[config.mk]
export PLATFORM = sky130hd
export DESIGN_NAME = framed_serial_rx
export DESIGN_NICKNAME = d
export VERILOG_FILES = /design/src/rtl/sfrx_pkg.sv /design/src/rtl/sfrx_rst_sync.sv /design/src/rtl/sfrx_line_sync.sv /design/src/rtl/sfrx_frame_fsm.sv /design/src/rtl/sfrx_out_reg.sv /design/src/rtl/framed_serial_rx.sv
export SDC_FILE = /design/constraint.sdc
export NUM_CORES = 1
export LEC_CHECK = 0
export CAP_MARGIN = 15
export CELL_PAD_IN_SITES_DETAIL_PLACEMENT = 2
export CELL_PAD_IN_SITES_GLOBAL_PLACEMENT = 2
export CORE_ASPECT_RATIO = 0.75
export CORE_MARGIN = 10
export CORE_UTILIZATION = 36
export CTS_CLUSTER_DIAMETER = 30
export DETAILED_ROUTE_END_ITERATION = 12
export DONT_BUFFER_PORTS = 1
export GPL_TIMING_DRIVEN = 0
export PLACE_DENSITY_LB_ADDON = 0.1
export SYNTH_ARGS = -nofsm -noshare
export SYNTH_HDL_FRONTEND = slang
export SYNTH_HIERARCHICAL = 1
export SYNTH_SLANG_ARGS = --single-unit
[constraint.sdc]
create_clock -name clk_i -period 0.8 [get_ports clk_i]
set_input_delay 0.16 -clock clk_i [delete_from_list [all_inputs] [get_ports clk_i]]
set_output_delay 0.16 -clock clk_i [all_outputs]
set_load 0.1 [all_outputs]
[src/rtl/sfrx_pkg.sv]
package sfrx_pkg;
  typedef enum logic [1:0] {
    ST_IDLE     = 2'd0,
    ST_DATA     = 2'd1,
    ST_TAIL     = 2'd2,
    ST_STOPWAIT = 2'd3
  } rx_state_e;
endpackage

[src/rtl/sfrx_rst_sync.sv]
module sfrx_rst_sync #(
  parameter int STAGES = 2
) (
  input  logic clk_i,
  input  logic rst_ni,
  output logic rst_no
);
  logic [STAGES-1:0] pipe_q;

  always_ff @(posedge clk_i or negedge rst_ni) begin
    if (!rst_ni) pipe_q <= '0;
    else         pipe_q <= {pipe_q[STAGES-2:0], 1'b1};
  end

  assign rst_no = pipe_q[STAGES-1];
endmodule

[src/rtl/sfrx_line_sync.sv]
module sfrx_line_sync #(
  parameter int   STAGES   = 2,
  parameter logic IDLE_LVL = 1'b1
) (
  input  logic clk_i,
  input  logic rst_ni,
  input  logic line_i,
  output logic level_o,
  output logic rise_o,
  output logic fall_o
);
  logic [STAGES-1:0] chain_q;
  logic              prev_q;

  always_ff @(posedge clk_i or negedge rst_ni) begin
    if (!rst_ni) begin
      chain_q <= {STAGES{IDLE_LVL}};
      prev_q  <= IDLE_LVL;
    end else begin
      chain_q <= {chain_q[STAGES-2:0], line_i};
      prev_q  <= chain_q[STAGES-1];
    end
  end

  assign level_o = chain_q[STAGES-1];
  assign rise_o  = level_o & ~prev_q;
  assign fall_o  = ~level_o & prev_q;
endmodule

[src/rtl/sfrx_frame_fsm.sv]
module sfrx_frame_fsm
  import sfrx_pkg::*;
#(
  parameter int DATA_W = 4
) (
  input  logic              clk_i,
  input  logic              rst_ni,
  input  logic              scl_lvl_i,
  input  logic              scl_rise_i,
  input  logic              sda_lvl_i,
  input  logic              sda_rise_i,
  input  logic              sda_fall_i,
  output logic [DATA_W-1:0] shift_o,
  output logic              good_o,
  output logic              bad_o
);
  localparam int               CNT_W = $clog2(DATA_W + 1);
  localparam logic [CNT_W-1:0] LAST  = CNT_W'(DATA_W - 1);

  rx_state_e         state_q, state_d;
  logic [CNT_W-1:0]  cnt_q, cnt_d;
  logic [DATA_W-1:0] sh_q, sh_d;
  logic              start_ev, stop_ev;

  assign start_ev = scl_lvl_i & sda_fall_i;
  assign stop_ev  = scl_lvl_i & sda_rise_i;

  always_comb begin
    state_d = state_q;
    cnt_d   = cnt_q;
    sh_d    = sh_q;
    good_o  = 1'b0;
    bad_o   = 1'b0;
    if (start_ev) begin
      state_d = ST_DATA;
      cnt_d   = '0;
      sh_d    = '0;
    end else if (stop_ev) begin
      unique case (state_q)
        ST_DATA:              bad_o  = 1'b1;
        ST_TAIL, ST_STOPWAIT: good_o = 1'b1;
        default:              ;
      endcase
      state_d = ST_IDLE;
    end else if (scl_rise_i) begin
      unique case (state_q)
        ST_DATA: begin
          sh_d  = {sh_q[DATA_W-2:0], sda_lvl_i};
          cnt_d = cnt_q + 1'b1;
          if (cnt_q == LAST) state_d = ST_TAIL;
        end
        ST_TAIL:     state_d = ST_STOPWAIT;
        ST_STOPWAIT: begin
          bad_o   = 1'b1;
          state_d = ST_IDLE;
        end
        default:     ;
      endcase
    end
  end

  always_ff @(posedge clk_i or negedge rst_ni) begin
    if (!rst_ni) begin
      state_q <= ST_IDLE;
      cnt_q   <= '0;
      sh_q    <= '0;
    end else begin
      state_q <= state_d;
      cnt_q   <= cnt_d;
      sh_q    <= sh_d;
    end
  end

  assign shift_o = sh_q;


  restart_clears_chk: assert property (@(posedge clk_i) disable iff (!rst_ni)
    (scl_lvl_i && sda_fall_i) |=> (state_q == ST_DATA && cnt_q == '0));


  bit_count_range_chk: assert property (@(posedge clk_i) disable iff (!rst_ni)
    (state_q == ST_DATA) |-> (cnt_q < CNT_W'(DATA_W)));


  extra_clock_abort_chk: assert property (@(posedge clk_i) disable iff (!rst_ni)
    (state_q == ST_STOPWAIT && scl_rise_i && !(scl_lvl_i && (sda_rise_i || sda_fall_i)))
      |=> (state_q == ST_IDLE));
endmodule

[src/rtl/sfrx_out_reg.sv]
module sfrx_out_reg #(
  parameter int DATA_W = 4
) (
  input  logic              clk_i,
  input  logic              rst_ni,
  input  logic [DATA_W-1:0] shift_i,
  input  logic              good_i,
  input  logic              bad_i,
  output logic [DATA_W-1:0] word_o,
  output logic              valid_o,
  output logic              err_o
);
  logic [DATA_W-1:0] word_q;
  logic              valid_q, err_q;

  always_ff @(posedge clk_i or negedge rst_ni) begin
    if (!rst_ni) begin
      word_q  <= '0;
      valid_q <= 1'b0;
      err_q   <= 1'b0;
    end else begin
      if (good_i) word_q <= shift_i;
      valid_q <= good_i;
      err_q   <= bad_i;
    end
  end

  assign word_o  = word_q;
  assign valid_o = valid_q;
  assign err_o   = err_q;


  valid_single_chk: assert property (@(posedge clk_i) disable iff (!rst_ni)
    valid_q |=> !valid_q);


  err_single_chk: assert property (@(posedge clk_i) disable iff (!rst_ni)
    err_q |=> !err_q);


  valid_err_excl_chk: assert property (@(posedge clk_i) disable iff (!rst_ni)
    !(valid_q && err_q));


  word_hold_chk: assert property (@(posedge clk_i) disable iff (!rst_ni)
    !good_i |=> $stable(word_q));
endmodule

[src/rtl/framed_serial_rx.sv]
module framed_serial_rx #(
  parameter int DATA_W      = 4,
  parameter int SYNC_STAGES = 2
) (
  input  logic              clk_i,
  input  logic              rst_ni,
  input  logic              scl_i,
  input  logic              sda_i,
  output logic [DATA_W-1:0] word_o,
  output logic              valid_o,
  output logic              frame_err_o
);
  localparam int N_LINES = 2;
  localparam int SCL_IDX = 0;
  localparam int SDA_IDX = 1;

  logic               rst_n;
  logic [N_LINES-1:0] line_in, line_lvl, line_rise, line_fall;
  logic [DATA_W-1:0]  shift;
  logic               good, bad;

  assign line_in = {sda_i, scl_i};

  sfrx_rst_sync #(.STAGES(2)) i_rst_sync (
    .clk_i  (clk_i),
    .rst_ni (rst_ni),
    .rst_no (rst_n)
  );

  for (genvar g = 0; g < N_LINES; g++) begin : g_line
    sfrx_line_sync #(.STAGES(SYNC_STAGES), .IDLE_LVL(1'b1)) i_sync (
      .clk_i   (clk_i),
      .rst_ni  (rst_n),
      .line_i  (line_in[g]),
      .level_o (line_lvl[g]),
      .rise_o  (line_rise[g]),
      .fall_o  (line_fall[g])
    );
  end

  sfrx_frame_fsm #(.DATA_W(DATA_W)) i_fsm (
    .clk_i      (clk_i),
    .rst_ni     (rst_n),
    .scl_lvl_i  (line_lvl[SCL_IDX]),
    .scl_rise_i (line_rise[SCL_IDX]),
    .sda_lvl_i  (line_lvl[SDA_IDX]),
    .sda_rise_i (line_rise[SDA_IDX]),
    .sda_fall_i (line_fall[SDA_IDX]),
    .shift_o    (shift),
    .good_o     (good),
    .bad_o      (bad)
  );

  sfrx_out_reg #(.DATA_W(DATA_W)) i_out (
    .clk_i   (clk_i),
    .rst_ni  (rst_n),
    .shift_i (shift),
    .good_i  (good),
    .bad_i   (bad),
    .word_o  (word_o),
    .valid_o (valid_o),
    .err_o   (frame_err_o)
  );
endmodule

==> run metrics <==
Clock transition at path regs 110 ps; initial antenna violation count 0; cell count after synthesis 70; clk sink count 23; Reg area 607 um^2; syn nets 76; Layout Skew 10.9 ps; Vias/cell 5.03; Routability Congestion 0.685; status finished, violations left; share of cells above drive strength 1 66.3%; Detailed Route Iter0 Violations 59; grt met3 use 4.39%; area grow syn2layout 53.4%; Tmin final 1600 ps; Pwr Total 0.00254 W; number of global-route vias before repair 748; Synth Cell Area 908 um^2; Post-DP HPWL 1.34 mm; crit path capture type register; Setup Slack @ Placement -936 ps; worst endpoint data arrival time 1800 ps; Max-Cap Viols 0; Routed WL 2.99 mm; die area 4950 um^2; period utilisation layout 200%; FILL cells 203; RSZ-0062 raised after global routing true; Hold Crit Class input pin to async pin; pwr/cell area 1820 nW/um^2; ANT cells 0; setup ws final -800 ps; CTS max path bufs 2; Mean Syn Cell Area 13.0 um^2; Hold Violations, Final 0; buffers added on ports 0; nets@finish 108; grt met2 use 20.1%; later-pin clock latency in the skew report 320 ps; GRT Resource Usage Total 11.1%; GR Util met1 11.5%; drt first pass iters 4; antenna viol nets, final 0; first-pass GRT wire length 4.18 mm; H-tree depth 1; Vias 679; maximum VDD drop 808 uV; Most Crowded Layer GR met2; Die H 63.5 um; DRC 0; area of the core 2350 um^2; leakage dissipation 0.609 nW; Root Driver clkbuf_4; largest net degree at the start of global routing 22; die width 78 um; multi-input combinational cell area 464 um^2; Num CTS Buffers 3; maximum clock frequency 0.625 GHz; Initial Util 38.7%; TritonCTS clock tree done; fin. max-slew vios 0; routed len/inst 22.2 um; # IOs 10; failing checks setup timing; num rows 15; Final setup viols 22; CP Class register to register; worst-path fanout max 5; GRT overflow 0; Synth Warn # 6; CP required 1000 ps; Setup crit start kind register
metrics by stage:
stage | hold WS (ps) | cell area, um^2 | TNS (ps) | cells | util, %
5_1_grt | 49.8 | 1390 | -13820 | 135 | 59.4
3_3_place_gp | -136 | 1010 | -14010 | 104 | 43.1
2_1_floorplan | -136 | 970 | -8790 | 70 | -
3_5_place_dp | -136 | 1010 | -14590 | 104 | 43.1
4_1_cts | 50.3 | 1280 | -11870 | 127 | 54.6
6_report | 75.5 | 1390 | -12800 | 135 | 59.4
cells in the final DEF (no fill, tap or decap), types with 2 or more instances in the layout:
cell type	instances
clkbuf_4	3
o21ai_2	2
buf_4	17
dlygate4sd3_1	3
dfstp_2	6
dfrtp_4	6
buf_6	6
dfrtp_1	10
nand4b_1	2
mux2i_2	2
mux2_4	4
nor2_1	2
nand2_1	9
nor2b_4	2
nand2_4	2
a21oi_2	3
state kept, by name, indices dropped and copies added, names as in the netlist:
signal and count:
i_fsm/cnt_q 3, i_out/err_o 1, i_out/word_o 4, g_line.i_sync/prev_q 2
i_out/valid_o 1, i_fsm/shift_o 4, i_rst_sync/pipe_q 2, i_fsm/state_q 2
g_line.i_sync/chain_q 4
cell type report:
type                       count  area share, %
sequential                    23           43.5
tap                           34           3.05
buffer                         1          0.359
timing repair buffer          27           17.6
multi-input combinational     45           33.3
clock buffer                   4           1.89
inverter                       1          0.269
power by group:
group          internal [W]  switching (W)  total [W]
sequential          0.00129       0.000164    0.00146
clock              0.000195       0.000329   0.000524
combinational      0.000292       0.000269   0.000561
repair_timing:
item | in CTS | in global routing
hold endpoints to repair | 4 | 0
pin swaps | 6 | 2
gates resized for setup | 19 | 11
setup buffers | 16 | 10
hold buffers | 3 | 0
endpoints found under the setup margin | 42 | 21
worst max-delay path, cell delays in order (launching register included):
cell     delay, ps
dfstp_2        580
and2b_2        260
nor3b_4        200
buf_6          160
mux2_4         300
routing by layer:
layer / share of wire [%] / up-vias / wire length (um)
li1: - / 305 / -
met3: 4.7 / 0 / 141
met4: 0 / 0 / 0
met1: 42 / 363 / 1250
met5: 0 / - / 0
met2: 54 / 11 / 1610
path summary, 6_finish.rpt:
| kind | startpoint | end | slack, ps | cells past startpoint |
|---|---|---|---|---|
| min in group clk_i | g_line[0].i_sync/chain_q[0]$_DFF_PN1_ | g_line[0].i_sync/chain_q[1]$_DFF_PN1_ | 360 | 0 |
| setup / recovery | g_line[1].i_sync/chain_q[1]$_DFF_PN1_ | i_out/word_o[0]$_DFFE_PN0P_ | -800 | 4 |
| max in group asynchronous | i_rst_sync/pipe_q[1]$_DFF_PN0_ | i_out/word_o[0]$_DFFE_PN0P_ | 230 | 0 |
| setup reg to reg | g_line[1].i_sync/chain_q[1]$_DFF_PN1_ | i_out/word_o[0]$_DFFE_PN0P_ | -800 | 4 |
| hold / removal | rst_ni | i_rst_sync/pipe_q[1]$_DFF_PN0_ | 80 | 1 |
| hold reg to reg | i_rst_sync/pipe_q[1]$_DFF_PN0_ | i_fsm/shift_o[2]$_DFFE_PN0P_ | 210 | 0 |
Note: power is estimated with default switching activity, not from simulation.
